===== src/rtl/adc_ser_pkg.sv =====
package adc_ser_pkg;

  localparam int SMP_W   = 14;
  localparam int PAD_W   = 2;
  localparam int DROP_W  = 2;
  localparam int WORD_W  = 2 * SMP_W;
  localparam int PER_MAX = SMP_W + PAD_W;
  localparam int CNT_W   = $clog2(PER_MAX + 1);

  typedef enum logic [1:0] {
    LEN_16  = 2'd0,
    LEN_14  = 2'd1,
    LEN_12  = 2'd2,
    LEN_RSV = 2'd3
  } len_e;

  typedef struct packed {
    logic two_lane;
    len_e len;
  } mode_t;

  // Two samples share one frame only in two-lane 14-bit format.
  function automatic logic pair_frame(mode_t m);
    return m.two_lane && (m.len == LEN_14);
  endfunction

  // Frame length in bit periods.
  function automatic logic [CNT_W-1:0] frame_periods(mode_t m);
    int base;
    case (m.len)
      LEN_14:  base = SMP_W;
      LEN_12:  base = SMP_W - DROP_W;
      default: base = SMP_W + PAD_W;
    endcase
    if (m.two_lane) base = pair_frame(m) ? SMP_W : base / 2;
    return CNT_W'(base);
  endfunction

  // Left-aligned frame word; the MSB is sent first.
  function automatic logic [WORD_W-1:0] build_word(mode_t m,
                                                   logic [SMP_W-1:0] a,
                                                   logic [SMP_W-1:0] b);
    logic [WORD_W-1:0] w;
    case (m.len)
      LEN_14:  w = pair_frame(m) ? {a, b} : {a, {SMP_W{1'b0}}};
      LEN_12:  w = {a[SMP_W-1:DROP_W], {(WORD_W - SMP_W + DROP_W){1'b0}}};
      default: w = {a, {(WORD_W - SMP_W){1'b0}}};
    endcase
    return w;
  endfunction

endpackage


===== src/rtl/adc_ser_fifo.sv =====
module adc_ser_fifo #(
  parameter int DEPTH = 4,
  parameter int W     = 14,
  localparam int PW   = (DEPTH > 1) ? $clog2(DEPTH) : 1,
  localparam int CW   = $clog2(DEPTH + 1)
) (
  input  logic          clk,
  input  logic          rst_n,
  input  logic          push,
  input  logic [W-1:0]  din,
  input  logic [1:0]    pop_n,
  output logic [W-1:0]  head0,
  output logic [W-1:0]  head1,
  output logic [CW-1:0] level
);

  function automatic logic [PW-1:0] ptr_inc(logic [PW-1:0] p);
    return (p == PW'(DEPTH - 1)) ? '0 : p + 1'b1;
  endfunction

  logic [W-1:0]     mem [DEPTH];
  logic [PW-1:0]    rd_q, rd_d, wr_q, wr_d;
  logic [CW-1:0]    lvl_q, lvl_d;
  logic             accept;
  logic [DEPTH-1:0] wr_en;

  // A push is taken if the slot frees up through this cycle's pops.
  always_comb begin
    accept = push && ((lvl_q - CW'(pop_n)) < CW'(DEPTH));
    wr_d   = accept ? ptr_inc(wr_q) : wr_q;
    case (pop_n)
      2'd1:    rd_d = ptr_inc(rd_q);
      2'd2:    rd_d = ptr_inc(ptr_inc(rd_q));
      default: rd_d = rd_q;
    endcase
    lvl_d = lvl_q - CW'(pop_n) + CW'(accept);
  end

  for (genvar i = 0; i < DEPTH; i++) begin : g_wen
    assign wr_en[i] = accept && (wr_q == PW'(i));
  end

  always_ff @(posedge clk) begin
    for (int i = 0; i < DEPTH; i++) begin
      if (wr_en[i]) mem[i] <= din;
    end
  end

  always_ff @(posedge clk or negedge rst_n) begin
    if (!rst_n) begin
      rd_q  <= '0;
      wr_q  <= '0;
      lvl_q <= '0;
    end else begin
      rd_q  <= rd_d;
      wr_q  <= wr_d;
      lvl_q <= lvl_d;
    end
  end

  assign head0 = mem[rd_q];
  assign head1 = mem[ptr_inc(rd_q)];
  assign level = lvl_q;

  AST_NO_UNDERFLOW: assert property (@(posedge clk) disable iff (!rst_n)
    CW'(pop_n) <= lvl_q);

endmodule


===== src/rtl/adc_ser_ctl.sv =====
module adc_ser_ctl
  import adc_ser_pkg::*;
#(
  parameter int CW = 3
) (
  input  logic             clk,
  input  logic             rst_n,
  input  mode_t            mode_in,
  input  logic [CW-1:0]    level,
  output logic             load,
  output logic             take,
  output logic [1:0]       pop_n,
  output logic             run,
  output logic             dco,
  output logic             fr,
  output mode_t            mode_q
);

  logic [CNT_W-1:0] cnt_q, cnt_d, per_q;
  logic             run_d, dco_q, dco_d;
  mode_t            mode_d;
  logic [1:0]       need;
  logic             have, at_end;

  assign per_q = frame_periods(mode_q);

  always_comb begin
    need   = pair_frame(mode_in) ? 2'd2 : 2'd1;
    have   = level >= CW'(need);
    at_end = cnt_q == (per_q - 1'b1);
    load   = run ? at_end : have;
    take   = load && have;
    pop_n  = take ? need : 2'd0;

    run_d  = run | load;
    cnt_d  = load ? '0 : (run ? cnt_q + 1'b1 : cnt_q);
    mode_d = load ? mode_in : mode_q;
    dco_d  = run ? ~dco_q : load;
  end

  always_ff @(posedge clk or negedge rst_n) begin
    if (!rst_n) begin
      run    <= 1'b0;
      cnt_q  <= '0;
      mode_q <= '0;
      dco_q  <= 1'b0;
    end else begin
      run    <= run_d;
      cnt_q  <= cnt_d;
      mode_q <= mode_d;
      dco_q  <= dco_d;
    end
  end

  assign dco = dco_q;
  assign fr  = run && ({cnt_q, 1'b0} < {1'b0, per_q});

  AST_DCO_TOGGLE: assert property (@(posedge clk) disable iff (!rst_n)
    (run && $past(run)) |-> (dco_q != $past(dco_q)));

  AST_MODE_HOLD: assert property (@(posedge clk) disable iff (!rst_n)
    (run && !load) |=> $stable(mode_q));

  AST_CNT_BOUND: assert property (@(posedge clk) disable iff (!rst_n)
    run |-> (cnt_q < per_q));

endmodule


===== src/rtl/adc_ser_shift.sv =====
module adc_ser_shift
  import adc_ser_pkg::*;
(
  input  logic             clk,
  input  logic             rst_n,
  input  logic             load,
  input  logic             take,
  input  logic             run,
  input  mode_t            mode_in,
  input  mode_t            mode_q,
  input  logic [SMP_W-1:0] head0,
  input  logic [SMP_W-1:0] head1,
  output logic             lane0,
  output logic             lane1
);

  logic [WORD_W-1:0] sreg_q, sreg_d;

  always_comb begin
    if (load)
      sreg_d = take ? build_word(mode_in, head0, head1) : '0;
    else if (run)
      sreg_d = mode_q.two_lane ? {sreg_q[WORD_W-3:0], 2'b00}
                               : {sreg_q[WORD_W-2:0], 1'b0};
    else
      sreg_d = sreg_q;
  end

  always_ff @(posedge clk or negedge rst_n) begin
    if (!rst_n) sreg_q <= '0;
    else        sreg_q <= sreg_d;
  end

  assign lane0 = run && sreg_q[WORD_W-1];
  assign lane1 = run && mode_q.two_lane && sreg_q[WORD_W-2];

endmodule


===== src/rtl/adc_ser_formatter.sv =====
module adc_ser_formatter
  import adc_ser_pkg::*;
#(
  parameter int FIFO_DEPTH = 4
) (
  input  logic             clk,
  input  logic             rst_n,
  input  logic [13:0]      smp_data,
  input  logic             smp_vld,
  input  logic             lane_sel,
  input  logic [1:0]       ser_len,
  output logic             lane_a,
  output logic             lane_b,
  output logic             bit_clk_out,
  output logic             frame_mark
);

  localparam int LVL_W = $clog2(FIFO_DEPTH + 1);

  mode_t            mode_in, mode_q;
  logic [SMP_W-1:0] head0, head1;
  logic [LVL_W-1:0] level;
  logic [1:0]       pop_n;
  logic             load, take, run;

  assign mode_in = '{two_lane: lane_sel, len: len_e'(ser_len)};

  adc_ser_fifo #(.DEPTH(FIFO_DEPTH), .W(SMP_W)) u_fifo (
    .clk   (clk),
    .rst_n (rst_n),
    .push  (smp_vld),
    .din   (smp_data),
    .pop_n (pop_n),
    .head0 (head0),
    .head1 (head1),
    .level (level)
  );

  adc_ser_ctl #(.CW(LVL_W)) u_ctl (
    .clk     (clk),
    .rst_n   (rst_n),
    .mode_in (mode_in),
    .level   (level),
    .load    (load),
    .take    (take),
    .pop_n   (pop_n),
    .run     (run),
    .dco     (bit_clk_out),
    .fr      (frame_mark),
    .mode_q  (mode_q)
  );

  adc_ser_shift u_shift (
    .clk     (clk),
    .rst_n   (rst_n),
    .load    (load),
    .take    (take),
    .run     (run),
    .mode_in (mode_in),
    .mode_q  (mode_q),
    .head0   (head0),
    .head1   (head1),
    .lane0   (lane_a),
    .lane1   (lane_b)
  );

  AST_IDLE_QUIET: assert property (@(posedge clk) disable iff (!rst_n)
    !run |-> !(lane_a || lane_b || bit_clk_out || frame_mark));

endmodule


===== config.mk =====
export PLATFORM = sky130hd
export DESIGN_NAME = adc_ser_formatter
export DESIGN_NICKNAME = d
export VERILOG_FILES = /design/src/rtl/adc_ser_pkg.sv /design/src/rtl/adc_ser_fifo.sv /design/src/rtl/adc_ser_ctl.sv /design/src/rtl/adc_ser_shift.sv /design/src/rtl/adc_ser_formatter.sv
export SDC_FILE = /design/constraint.sdc
export NUM_CORES = 1
export LEC_CHECK = 0
export BUFFER_PORTS_ARGS = -buffer_cell sky130_fd_sc_hd__clkbuf_2
export CORE_ASPECT_RATIO = 0.8
export CORE_MARGIN = 2
export CORE_UTILIZATION = 25
export CTS_CLUSTER_DIAMETER = 30
export CTS_CLUSTER_SIZE = 10
export DETAILED_ROUTE_END_ITERATION = 12
export PLACE_DENSITY_LB_ADDON = 0.08
export SKIP_LAST_GASP = 1
export SLEW_MARGIN = 20
export SYNTH_ARGS = -nofsm -noshare
export SYNTH_HDL_FRONTEND = slang
export SYNTH_SLANG_ARGS = --single-unit

===== constraint.sdc =====
create_clock -name clk -period 3.8 [get_ports clk]
set_input_delay 0.57 -clock clk [delete_from_list [all_inputs] [get_ports clk]]
set_output_delay 0.57 -clock clk [all_outputs]
set_load 0.01 [all_outputs]

==> flow_summary_export.csv, run 1 <==
group,metric,value,unit
synthesis,synthesis.area_per_instance,12.8,sq um
placed_design,place.gp.congestion,0.656,
detailed_routing,drc,0,
detailed_routing,route.final.wire_length,13200,um
setup_path,slowest_cp_cell,"sky130_fd_sc_hd__fa_2",
power_and_ir_drop,totalPowerFinal,4640,uW
global_routing,routing_layer_with_the_top_usage_in_global_route,"met2",
clocking,clock_sink_count,101,
floorplanning,coreArea,20800,sq um
setup_path,critical_path_arrival,3.78,ns
synthesis,portion_of_the_post_synthesis_area_used_by_sequential_elements,52.8,%
setup_path,cpPeakStageDelay,0.43,ns
timing,clock_skew,0.0117,ns
detailed_routing,drt-initial-drc-count,180,
synthesis,synth_edf_count,56,
clocking,tritoncts,"done",
clocking,clockRootBuffer,"sky130_fd_sc_hd__clkbuf_16",
global_routing,groute.layer.met3.usage,3.25,%
detailed_routing,drtAntennaViolNets,0,
synthesis,synth.cell_area,5320,sq um
power_and_ir_drop,power.share.clock,19.4,%
global_routing,number_of_global_route_vias_before_repair,3551,
placed_design,detailed_place_hpwl,8520,um
timing,setup-violations-final,0,
timing,sum_of_negative_setup_slack,0,ns
placed_design,numPortBuffers,23,
synthesis,synth-xor-area-share,1.48,%
power_and_ir_drop,combPwrFrac,47.0,%
finish,fin_util,29.7,%
clocking,holdBufCountCts,0,
clocking,clock_insertion_delay_worst_skew,0.36,ns
global_routing,grt_first_pass_wirelength,21000,um
synthesis,async_flop_share,44.6,%
synthesis,synth_compound_gate_area_share,11.0,%
synthesis,synth_cells,414,
timing,tightest_slew,0.988,ns
clocking,path_clk_slew,0.07,ns
timing,final-max-slew-violation-count,0,
timing,final_hold_viol_count,0,
synthesis,synthesis.nets,454,
synthesis,synthFlopType,"sky130_fd_sc_hd__edfxtp_1",
timing,clock.fmax,0.282,GHz
setup_path,path_class,"reg -> reg",
power_and_ir_drop,power.internal,2790,uW
synthesis,synth_fa_ha_area_share,4.85,%
global_routing,antenna_violations_before_repair,0,
finish,antenna_cells,0,
global_routing,grt_start_max_net_pins,34,
setup_path,cp-end-kind,"flip-flop",
detailed_routing,total_via_count_in_the_routed_design,3352,
clocking,clock_tree.htree_level_count,3,
power_and_ir_drop,net-switching-power,1840,uW
global_routing,grt_util_all_layers,12.4,%
power_and_ir_drop,vdd_ir_drop_max,0.000418,V
power_and_ir_drop,switching_share,39.8,%
floorplanning,fp.dieArea,22500,sq um
floorplanning,fp.dieW,167,um
synthesis,synth_cell_types,44,
setup_path,crit_required,4.04,ns
synthesis,synthesis.yosys.warnings,0,
global_routing,use_met2,19.9,%
timing,timing.max_slew.rel_slack,34.0,%
detailed_routing,drt_first_pass_iters,4,
floorplanning,start_util,25.6,%
setup_path,worstPathCellList,"ha_1 > a21boi_2 > nand2_1 > o21ai_2 > ha_2 > xnor2_1 > o31ai_1 > a211o_2 > nand4_1 > inv_1 > ha_2 > fa_2 > xnor2_4 > and2_4 > ha_1 > ha_1 > xnor2_1",
timing,min_period_over_period,93.2,%
floorplanning,total_number_of_placement_rows,47,
finish,area_growth_syn_to_fin,15.9,%
synthesis,synth_top_family_by_area,"multiplexers",
setup_path,critPathLaunchType,"flip-flop",
global_routing,gr-usage-met1,16.7,%
synthesis,share_of_synthesized_area_spent_on_multiplexers,17.2,%
timing,grt_setup_unrepaired,"false",
run,drv.max_cap_violation_count,0,
power_and_ir_drop,cellLeakagePower,0.00241,uW
clocking,cts_max_path_bufs,2,
floorplanning,die_h,134,um
synthesis,synth_simple_gate_area_share,8.87,%
finish,design.final.nets,480,
power_and_ir_drop,sequential_power_share,33.7,%
clocking,tritoncts.num_buffers,9,
status,run_status,"finished, final reports clean",
detailed_routing,vias_per_cell,4.69,
setup_path,crit_path_frequent_cell,"sky130_fd_sc_hd__ha_1",
floorplanning,io_pins,24,
detailed_routing,detail_route.wl_per_cell,18.5,um
finish,layout-drive-gt1-share,24.3,%
synthesis,ffs_latches_synth,101,
min_path,hold_crit_path_type,"in -> async",
power_and_ir_drop,cellPowerDensity,752,nW/um^2
global_routing,globalRoute.totalOverflow,0,
timing,fin_crit,3.54,ns
setup_path,path_max_fanout,6,
==> worst paths after layout <==
path                       cells after the start  slack [ns]             from                 to
hold reg to reg                                1        0.45        u_ctl.dco          u_ctl.dco
hold / removal                                 1        0.14            rst_n          u_ctl.dco
max in group asynchronous                      2        2.84            rst_n  u_shift.sreg_q[0]
setup / recovery                              17        0.26  u_ctl.mode_q[0]    u_fifo.level[2]
min in group clk                               1        0.43      smp_data[7]   u_fifo.mem[3][7]
setup reg to reg                              17        0.26  u_ctl.mode_q[0]    u_fifo.level[2]
==> area by class of cell <==
type	count	area (sq um)
fill	2099	14600
sequential	101	2810
multi-input combinational	274	2370
tap	269	337
timing repair buffer	43	328
clock buffer	10	229
clock inverter	6	53.8
inverter	11	41.3
==> state kept, by name, indices dropped and copies added (netlist names) <==
| name | cells |
|---|---|
| u_fifo.mem | 56 |
| u_shift.sreg_q | 28 |
| u_ctl.cnt_q | 5 |
| u_ctl.mode_q | 3 |
| u_fifo.level | 3 |
| u_fifo.rd_q | 2 |
| u_fifo.wr_q | 2 |
| u_ctl.dco | 1 |
| u_ctl.run | 1 |
==> power groups by stage <==
| stage | combinational, uW | sequential (uW) | clock [uW] |
|---|---|---|---|
| after floorplan | 1600 | 1510 | 0 |
| after global placement | 2170 | 1570 | 0 |
| after detailed placement | 2180 | 1580 | 0 |
| after CTS | 2190 | 1550 | 936 |
| after global routing | 2440 | 1590 | 971 |
| final | 2180 | 1560 | 897 |
==> cells in the final DEF (no fill, tap or decap), types with 9 or more instances in the layout <==
cell type	Yosys	routed
sky130_fd_sc_hd__a21oi_1	20	20
sky130_fd_sc_hd__a221o_1	14	14
sky130_fd_sc_hd__and2_1	15	15
sky130_fd_sc_hd__buf_4	3	15
sky130_fd_sc_hd__clkbuf_16	0	9
sky130_fd_sc_hd__clkbuf_2	0	23
sky130_fd_sc_hd__dfrtp_1	45	44
sky130_fd_sc_hd__edfxtp_1	56	56
sky130_fd_sc_hd__ha_1	19	16
sky130_fd_sc_hd__inv_1	11	10
sky130_fd_sc_hd__mux2_2	15	15
sky130_fd_sc_hd__mux2i_1	41	41
sky130_fd_sc_hd__mux4_2	15	15
sky130_fd_sc_hd__nand2_1	35	35
sky130_fd_sc_hd__nand4_1	13	13
sky130_fd_sc_hd__o211ai_1	12	12
sky130_fd_sc_hd__o21ai_0	21	20
==> critical path, delay by kind of cell, from the launching register on <==
family	cells	cell delay, ns
AOI/OAI and AO/OA	4	0.63
xor gates and xnor gates	3	0.43
adders and majority gates	6	1.51
buffers and inverters	1	0.07
DFF	1	0.42
and+or+nand+nor	3	0.36
==> synth_stat cells (10+ instances only) <==
master,n,area share (%)
sky130_fd_sc_hd__a221o_1,14,2.6
sky130_fd_sc_hd__mux2i_1,41,7.7
sky130_fd_sc_hd__a21oi_1,20,1.9
sky130_fd_sc_hd__o211ai_1,12,1.7
sky130_fd_sc_hd__and2_1,15,1.8
sky130_fd_sc_hd__mux4_2,15,6.4
sky130_fd_sc_hd__inv_1,11,0.78
sky130_fd_sc_hd__ha_1,19,4.5
sky130_fd_sc_hd__dfrtp_1,45,21
sky130_fd_sc_hd__nand4_1,13,1.5
sky130_fd_sc_hd__edfxtp_1,56,32
sky130_fd_sc_hd__buf_2,10,0.94
sky130_fd_sc_hd__o21ai_0,21,2.0
sky130_fd_sc_hd__nand2_1,35,2.5
sky130_fd_sc_hd__clkbuf_1,11,0.78
sky130_fd_sc_hd__mux2_2,15,3.2
==> cell families after synthesis <==
| family | after synthesis |
|---|---|
| multiplexers | 71 |
| AND/OR/NAND/NOR | 91 |
| buffers and inverters | 39 |
| AO/OA/AOI/OAI | 83 |
| XOR/XNOR | 9 |
| flip-flops | 101 |
| adder cells (fa/ha/maj) | 20 |
==> timing repair <==
| item | CTS | global route |
|---|---|---|
| setup endpoints to repair | 0 | 59 |
| gates resized for setup | 0 | 9 |
| buffers inserted | 0 | 1 |
==> metrics by stage <==
step	std cells	worst slack, ns	hold slack (ns)	area [sq um]
after floorplan	414	0.0140	0.274	5330
after global placement	697	0.218	0.434	5830
after detailed placement	697	0.146	0.443	5830
after CTS	713	0.114	0.163	6120
after global routing	714	0.0176	0.166	6160
final	714	0.259	0.145	6160
==> per-layer routing <==
| layer | share of wire [%] | vias up |
|---|---|---|
| met2 | 47 | 31 |
| met1 | 49 | 1684 |
| met5 | 0 | - |
| met4 | 0.95 | 0 |
| li1 | - | 1627 |
| met3 | 2.8 | 10 |
Power figures use the tool's default switching activity.
==> run 2, diff against run 1 <==
- clock period: 3.8 -> 3.6 ns (I/O delays scaled with it)
==> run 2 against run 1 <==
- count of clock-buffer cells in the layout stayed put
- non-clock buffer count is 5 higher
- critical path depth is 1 lower
- largest power group unchanged
- clock skew is 0.0030 ns lower
- critical path type unchanged
- critical endpoint is now u_fifo.level[1]
- utilization is 0.45 points higher
- worst hold slack better by 0.11 ns
- final area is 1.5% higher
- global-route usage is 0.29 points lower
- final cell count is 0.70% higher
==> flow_summary_export.csv, run 2 (synthesis gave the netlist of run 1 again) <==
group,metric,value,unit
floorplanning,io_pins,24,
timing,final_hold_viol_count,0,
floorplanning,start_util,25.6,%
detailed_routing,route.final.wire_length,13100,um
detailed_routing,total_via_count_in_the_routed_design,3377,
timing,clock.fmax,0.291,GHz
finish,most_common_cell_after_layout_fill_and_taps_aside,"sky130_fd_sc_hd__edfxtp_1",
placed_design,detailed_place_hpwl,8770,um
run,drv.max_cap_violation_count,0,
setup_path,path_class,"reg -> reg",
finish,largest_registers,"u_fifo.mem (56), u_shift.sreg_q (28), u_ctl.cnt_q (5)",
detailed_routing,vias_per_cell,4.70,
finish,area_growth_syn_to_fin,17.7,%
setup_path,cpPeakStageDelay,0.42,ns
global_routing,grt_first_pass_wirelength,20500,um
placed_design,numPortBuffers,23,
global_routing,number_of_global_route_vias_before_repair,3414,
placed_design,cell_total_after_placement,700,
min_path,hold_crit_path_type,"in -> async",
timing,timing.max_slew.rel_slack,40.8,%
global_routing,grt_util_all_layers,12.1,%
clocking,clockRootBuffer,"sky130_fd_sc_hd__clkbuf_16",
timing,fin_crit,3.43,ns
clocking,clock_tree.htree_level_count,3,
clocking,tritoncts,"done",
floorplanning,total_number_of_placement_rows,47,
floorplanning,fp.dieArea,22500,sq um
timing,grt_setup_unrepaired,"true",
floorplanning,coreArea,20800,sq um
detailed_routing,drtAntennaViolNets,0,
floorplanning,fp.dieW,167,um
detailed_routing,highest_layer,"met4",
finish,design.final.nets,485,
finish,reg_with_most_ffs,"u_fifo.mem",
power_and_ir_drop,vdd_ir_drop_max,0.000424,V
detailed_routing,wl_met2,5710,um
power_and_ir_drop,cellLeakagePower,0.00244,uW
timing,clock_skew,0.00869,ns
global_routing,globalRoute.totalOverflow,0,
setup_path,critPathLaunchType,"flip-flop",
finish,stdcell_count,719,
finish,fin_util,30.1,%
finish,largest_register_ffs,56,
global_routing,antenna_violations_before_repair,0,
setup_path,cp-end-kind,"flip-flop",
detailed_routing,detail_route.wl_per_cell,18.2,um
power_and_ir_drop,totalPowerFinal,5120,uW
floorplanning,die_h,134,um
setup_path,path_max_fanout,6,
setup_path,slowest_cp_cell,"sky130_fd_sc_hd__dfrtp_1",
timing,min_period_over_period,95.4,%
clocking,path_clk_slew,0.07,ns
clocking,clock_insertion_delay_worst_skew,0.35,ns
clocking,tritoncts.num_buffers,9,
finish,layout-drive-gt1-share,26.0,%
timing,sum_of_negative_setup_slack,0,ns
clocking,cts_max_path_bufs,2,
detailed_routing,wl_met3,274,um
setup_path,crit_required,3.84,ns
timing,final-max-slew-violation-count,0,
detailed_routing,drc,0,
finish,mostFrequentLayoutCells,"sky130_fd_sc_hd__edfxtp_1 (56), sky130_fd_sc_hd__dfrtp_1 (44), sky130_fd_sc_hd__mux2i_1 (41), sky130_fd_sc_hd__nand2_1 (34), sky130_fd_sc_hd__clkbuf_2 (23)",
timing,tightest_slew,0.889,ns
clocking,clock_sink_count,101,
detailed_routing,drt-initial-drc-count,182,
global_routing,grt_start_max_net_pins,34,
status,run_status,"finished, final reports clean",
timing,setup-violations-final,0,
finish,antenna_cells,0,
power_and_ir_drop,cellPowerDensity,819,nW/um^2
setup_path,worstPathCellList,"ha_4 > a21boi_4 > nand2_2 > o21ai_4 > ha_4 > or3b_4 > a211oi_2 > a211o_2 > nand4_1 > inv_1 > ha_2 > fa_2 > xnor2_4 > and2_4 > ha_2 > ha_2",
setup_path,crit_path_frequent_cell,"sky130_fd_sc_hd__ha_2",
clocking,holdBufCountCts,0,
detailed_routing,routedLengthMet1,6980,um
setup_path,critical_path_arrival,3.67,ns
placed_design,place.gp.congestion,0.724,
detailed_routing,drt_first_pass_iters,4,
-- run 2: path summary, 6_finish.rpt --
check	startpoint	end	slack, ns	cells past startpoint
max reg2reg	u_ctl.mode_q[0]	u_fifo.level[1]	0.17	16
min	rst_n	u_shift.sreg_q[10]	0.26	1
max in group asynchronous	rst_n	u_shift.sreg_q[22]	2.57	2
max	u_ctl.mode_q[0]	u_fifo.level[1]	0.17	16
min reg2reg	u_ctl.dco	u_ctl.dco	0.45	1
min in group clk	smp_data[7]	u_fifo.mem[3][7]	0.40	1
-- run 2: repair_timing --
action,in CTS,in global routing
hold endpoints to repair,0,0
gates resized for setup,3,12
pin swaps,3,10
endpoints found under the setup margin,53,58
setup buffers,0,3
-- run 2: where the power goes --
group / leakage, uW / internal (uW) / switching [uW]
Clock: 0.000142 / 545 / 454
Sequential: 0.00110 / 1460 / 193
Combinational: 0.00121 / 1100 / 1380
Total: 0.00244 / 3100 / 2020
-- run 2: area by class of cell --
class / instances / area (sq um)
clock inverters: 6 / 67.6
inverters: 11 / 41.3
fillers: 2088 / 14500
multi-input cells: 274 / 2400
flip-flops and latches: 101 / 2810
clock buffers: 10 / 229
repair buffers: 48 / 369
well taps: 269 / 337
-- run 2: metal layers --
layer | GRT usage, % | vias up
met5 | 0 | -
met4 | 3.02 | 0
met3 | 2.60 | 8
met2 | 17.7 | 29
met1 | 18.1 | 1708
li1 | - | 1632
-- run 2: worst max-delay path, delay by kind of cell (launching register included) --
family | cells | cell delay (ns)
AO/OA/AOI/OAI | 4 | 0.68
XOR/XNOR | 1 | 0.24
adder cells (fa/ha/maj) | 6 | 1.43
buffers and inverters | 1 | 0.06
flip-flops | 1 | 0.42
AND/OR/NAND/NOR | 4 | 0.51
-- run 2: through the flow --
stage / instance area, sq um / setup slack [ns] / hold WS (ns)
2_1_floorplan: 5350 / 0.0138 / 0.244
3_3_place_gp: 5860 / 0.0858 / 0.435
3_5_place_dp: 5860 / -0.00112 / 0.449
4_1_cts: 6180 / 0.0430 / 0.280
5_1_grt: 6260 / -0.0139 / 0.315
6_report: 6260 / 0.165 / 0.255
==> run 3, diff against run 2 <==
- ABC_AREA: unset -> 1
- TNS_END_PERCENT: unset -> 1
- clock period: 3.6 -> 3.1 ns (I/O delays scaled with it)
==> run 3 against run 2 <==
- the flow now finishes with violations (setup timing)
- worst hold slack worse by 0.10 ns
- sequential share of layout area down 3.8 points
- first-iteration DRC count rose by 130%
- global-route usage increased by 2.3 points
- utilization grew 0.39 points
- final area is 9.2% higher
- sequential power rose by 15%
- highest routed layer unchanged
==> flow_summary_export.csv, run 3 <==
group,metric,value,unit
finish,largest_register_ffs,56,
synthesis,synth_cells,706,
setup_path,worst_r2r_src,"u_ctl.mode_q[0]",
floorplanning,coreArea,22400,sq um
timing,timing.max_slew.rel_slack,51.2,%
clocking,cts_max_path_bufs,2,
detailed_routing,detail_route.wl_per_cell,15.9,um
setup_path,path_class,"reg -> reg",
floorplanning,fp.dieW,173,um
synthesis,synth.top_cells.by_count,"sky130_fd_sc_hd__nand2_1 (160), sky130_fd_sc_hd__nand3_1 (79), sky130_fd_sc_hd__inv_1 (78)",
power_and_ir_drop,vdd_ir_drop_max,0.000255,V
clocking,clock_insertion_delay_worst_skew,0.35,ns
finish,stdcell_count,1053,
status,run_status,"finished, violations left",
timing,grt_setup_unrepaired,"true",
finish,largest_registers,"u_fifo.mem (56), u_shift.sreg_q (28), u_ctl.cnt_q (5)",
global_routing,grt_util_all_layers,14.4,%
synthesis,synth-xor-area-share,0.770,%
synthesis,yosysTopAreaCellShare,29.6,%
global_routing,antenna_violations_before_repair,0,
synthesis,ys_top_cells_by_area,"sky130_fd_sc_hd__edfxtp_1 (30%), sky130_fd_sc_hd__dfrtp_1 (20%), sky130_fd_sc_hd__nand2_1 (11%)",
timing,final-max-slew-violation-count,0,
setup_path,slowest_cp_cell,"sky130_fd_sc_hd__dfrtp_2",
setup_path,crit_path_frequent_cell,"sky130_fd_sc_hd__nand2_1",
floorplanning,die_h,139,um
setup_path,cp-end-kind,"flip-flop",
finish,mostFrequentLayoutCells,"sky130_fd_sc_hd__nand2_1 (157), sky130_fd_sc_hd__nand3_1 (78), sky130_fd_sc_hd__inv_1 (71), sky130_fd_sc_hd__a21oi_1 (64), sky130_fd_sc_hd__nor2_1 (64)",
detailed_routing,total_via_count_in_the_routed_design,4787,
synthesis,synth_edf_count,56,
finish,area_growth_syn_to_fin,20.2,%
clocking,clockRootBuffer,"sky130_fd_sc_hd__clkbuf_16",
finish,layout-drive-gt1-share,15.4,%
synthesis,synth_area_leader_cell,"sky130_fd_sc_hd__edfxtp_1",
global_routing,grt_first_pass_wirelength,26700,um
power_and_ir_drop,cellLeakagePower,0.00298,uW
detailed_routing,vias_per_cell,4.55,
timing,tightest_slew,0.733,ns
synthesis,synthesis.nets,746,
timing,setup_ws_final,-0.0916,ns
finish,final.fill_count,2380,
global_routing,number_of_global_route_vias_before_repair,4675,
synthesis,ffs_latches_synth,101,
floorplanning,fp.dieArea,24000,sq um
finish,final_area,6830,sq um
synthesis,synth_simple_gate_area_share,23.6,%
synthesis,synth_top_family_by_area,"simple AND/OR/NAND/NOR gates",
finish,most_common_cell_after_layout_fill_and_taps_aside,"sky130_fd_sc_hd__nand2_1",
finish,ff_latch_area,2810,sq um
detailed_routing,drc,0,
floorplanning,start_util,25.4,%
min_path,hold_crit_path_type,"in -> async",
placed_design,cell_total_after_placement,1033,
synthesis,portion_of_the_post_synthesis_area_used_by_sequential_elements,49.4,%
detailed_routing,drt-initial-drc-count,423,
global_routing,grt_start_max_net_pins,43,
setup_path,crit_required,3.16,ns
placed_design,place_area,6450,sq um
finish,area_taken_by_multi_input_logic_gates,2540,sq um
synthesis,synthesis.yosys.warnings,0,
synthesis,share_of_synthesized_area_spent_on_multiplexers,0,%
synthesis,synth.cell_area,5690,sq um
clocking,tritoncts.num_buffers,9,
placed_design,numPortBuffers,23,
synthesis,synthMostInstantiatedCell,"sky130_fd_sc_hd__nand2_1",
clocking,clock_tree.htree_level_count,3,
finish,reg_with_most_ffs,"u_fifo.mem",
status,failed_checks,"setup timing",
synthesis,synthFlopType,"sky130_fd_sc_hd__edfxtp_1",
timing,clock_skew,0.00664,ns
timing,final_hold_viol_count,0,
placed_design,place.gp.congestion,0.796,
setup_path,critPathLaunchType,"flip-flop",
clocking,clock_sink_count,101,
clocking,tritoncts,"done",
clocking,path_clk_slew,0.08,ns
setup_path,r2r_cells,25,
power_and_ir_drop,cellPowerDensity,867,nW/um^2
power_and_ir_drop,totalPowerFinal,5930,uW
setup_path,critical_path_arrival,3.26,ns
run,drv.max_cap_violation_count,0,
global_routing,globalRoute.totalOverflow,0,
detailed_routing,drt_first_pass_iters,5,
synthesis,synthesis.area_per_instance,8.05,sq um
setup_path,ff2ff_setup_slack,-0.09,ns
detailed_routing,drtAntennaViolNets,0,
finish,fin_util,30.5,%
floorplanning,io_pins,24,
floorplanning,total_number_of_placement_rows,49,
finish,antenna_cells,0,
setup_path,timing.rr.end,"u_fifo.mem[1][6]",
timing,min_period_over_period,103,%
setup_path,cpPeakStageDelay,0.45,ns
setup_path,path_max_fanout,14,
synthesis,synth_fa_ha_area_share,4.53,%
synthesis,synth_cell_types,33,
timing,setup-violations-final,60,
timing,clock.fmax,0.313,GHz
synthesis,async_flop_share,44.6,%
detailed_routing,route.final.wire_length,16800,um
timing,fin_crit,3.19,ns
placed_design,detailed_place_hpwl,11500,um
synthesis,synth_compound_gate_area_share,13.0,%
finish,design.final.nets,782,
-- run 3: changes by cell type in the layout (fill, tap and decap cells not counted), moves of 12 or more --
cell / delta
sky130_fd_sc_hd__nand3_1: +74
sky130_fd_sc_hd__o21ai_0: +37
sky130_fd_sc_hd__mux2i_1: -41
sky130_fd_sc_hd__mux2_2: -15
sky130_fd_sc_hd__inv_1: +61
sky130_fd_sc_hd__nand2_1: +123
sky130_fd_sc_hd__and2_1: -15
sky130_fd_sc_hd__nor2_1: +61
sky130_fd_sc_hd__nand4_1: -12
sky130_fd_sc_hd__a21oi_1: +44
sky130_fd_sc_hd__mux4_2: -15
sky130_fd_sc_hd__buf_4: +17
sky130_fd_sc_hd__a221o_1: -14
-- run 3: cell type report --
class / count / share of cell area, %
Sequential cell: 101 / 41.1
Tap cell: 306 / 5.60
Clock buffer: 10 / 3.50
Inverter: 83 / 4.60
Multi-Input combinational cell: 483 / 37.2
Clock inverter: 6 / 0.916
Timing Repair Buffer: 64 / 7.10
-- run 3: worst max-delay path, delay by kind of cell (launching register included) --
family / cells / cell delay [ns]
buffers and inverters: 7 / 0.53
AND/OR/NAND/NOR: 13 / 0.90
flip-flops: 1 / 0.45
AO/OA/AOI/OAI: 1 / 0.16
adder cells (fa/ha/maj): 4 / 0.81
-- run 3: stage by stage --
step | hold slack, ns | worst slack, ns | TNS, ns
floorplan | 0.169 | -0.212 | -10.51
global route | 0.200 | -0.261 | -13.21
global placement | 0.437 | -0.210 | -11.34
detailed placement | 0.447 | -0.264 | -14.45
finish | 0.154 | -0.0916 | -4.48
CTS | 0.172 | -0.0708 | -3.21
-- run 3: power breakdown --
group	switching, uW	internal (uW)	total, uW
Clock	578	593	1170
Sequential	209	1700	1900
Combinational	1820	1030	2850
-- run 3: logic make-up after synthesis --
group / count (synthesis)
xor+xnor: 5
simple gates: 318
buf+inv: 122
flops: 101
compound gates: 140
fa+ha+maj: 20
-- run 3: repair_timing --
item,CTS,global route
pin swaps,12,0
endpoints found under the setup margin,61,61
gates resized for setup,12,0
setup buffers,4,0
hold buffers,0,0
-- run 3: how the worst max path moves through the flow --
stage,start,endpoint,slack (ns)
final,u_ctl.mode_q[0],u_fifo.mem[1][6],-0.09
after floorplan,u_ctl.mode_q[0],u_fifo.level[2],-0.21
after detailed placement,u_ctl.mode_q[0],u_fifo.level[2],-0.26
after global routing,u_ctl.mode_q[0],u_fifo.level[2],-0.26
after CTS,u_ctl.mode_q[0],u_fifo.level[2],-0.07
after global placement,u_ctl.mode_q[0],u_fifo.level[2],-0.21
-- run 3: per-layer routing --
layer  vias up  part of all wire, %  GRT usage, %
met3        24                  3.8          3.23
met4         0                  1.7          4.00
met5         -                    0             0
li1       2401                    -             -
met2       105                   43          21.5
met1      2257                   51          20.9
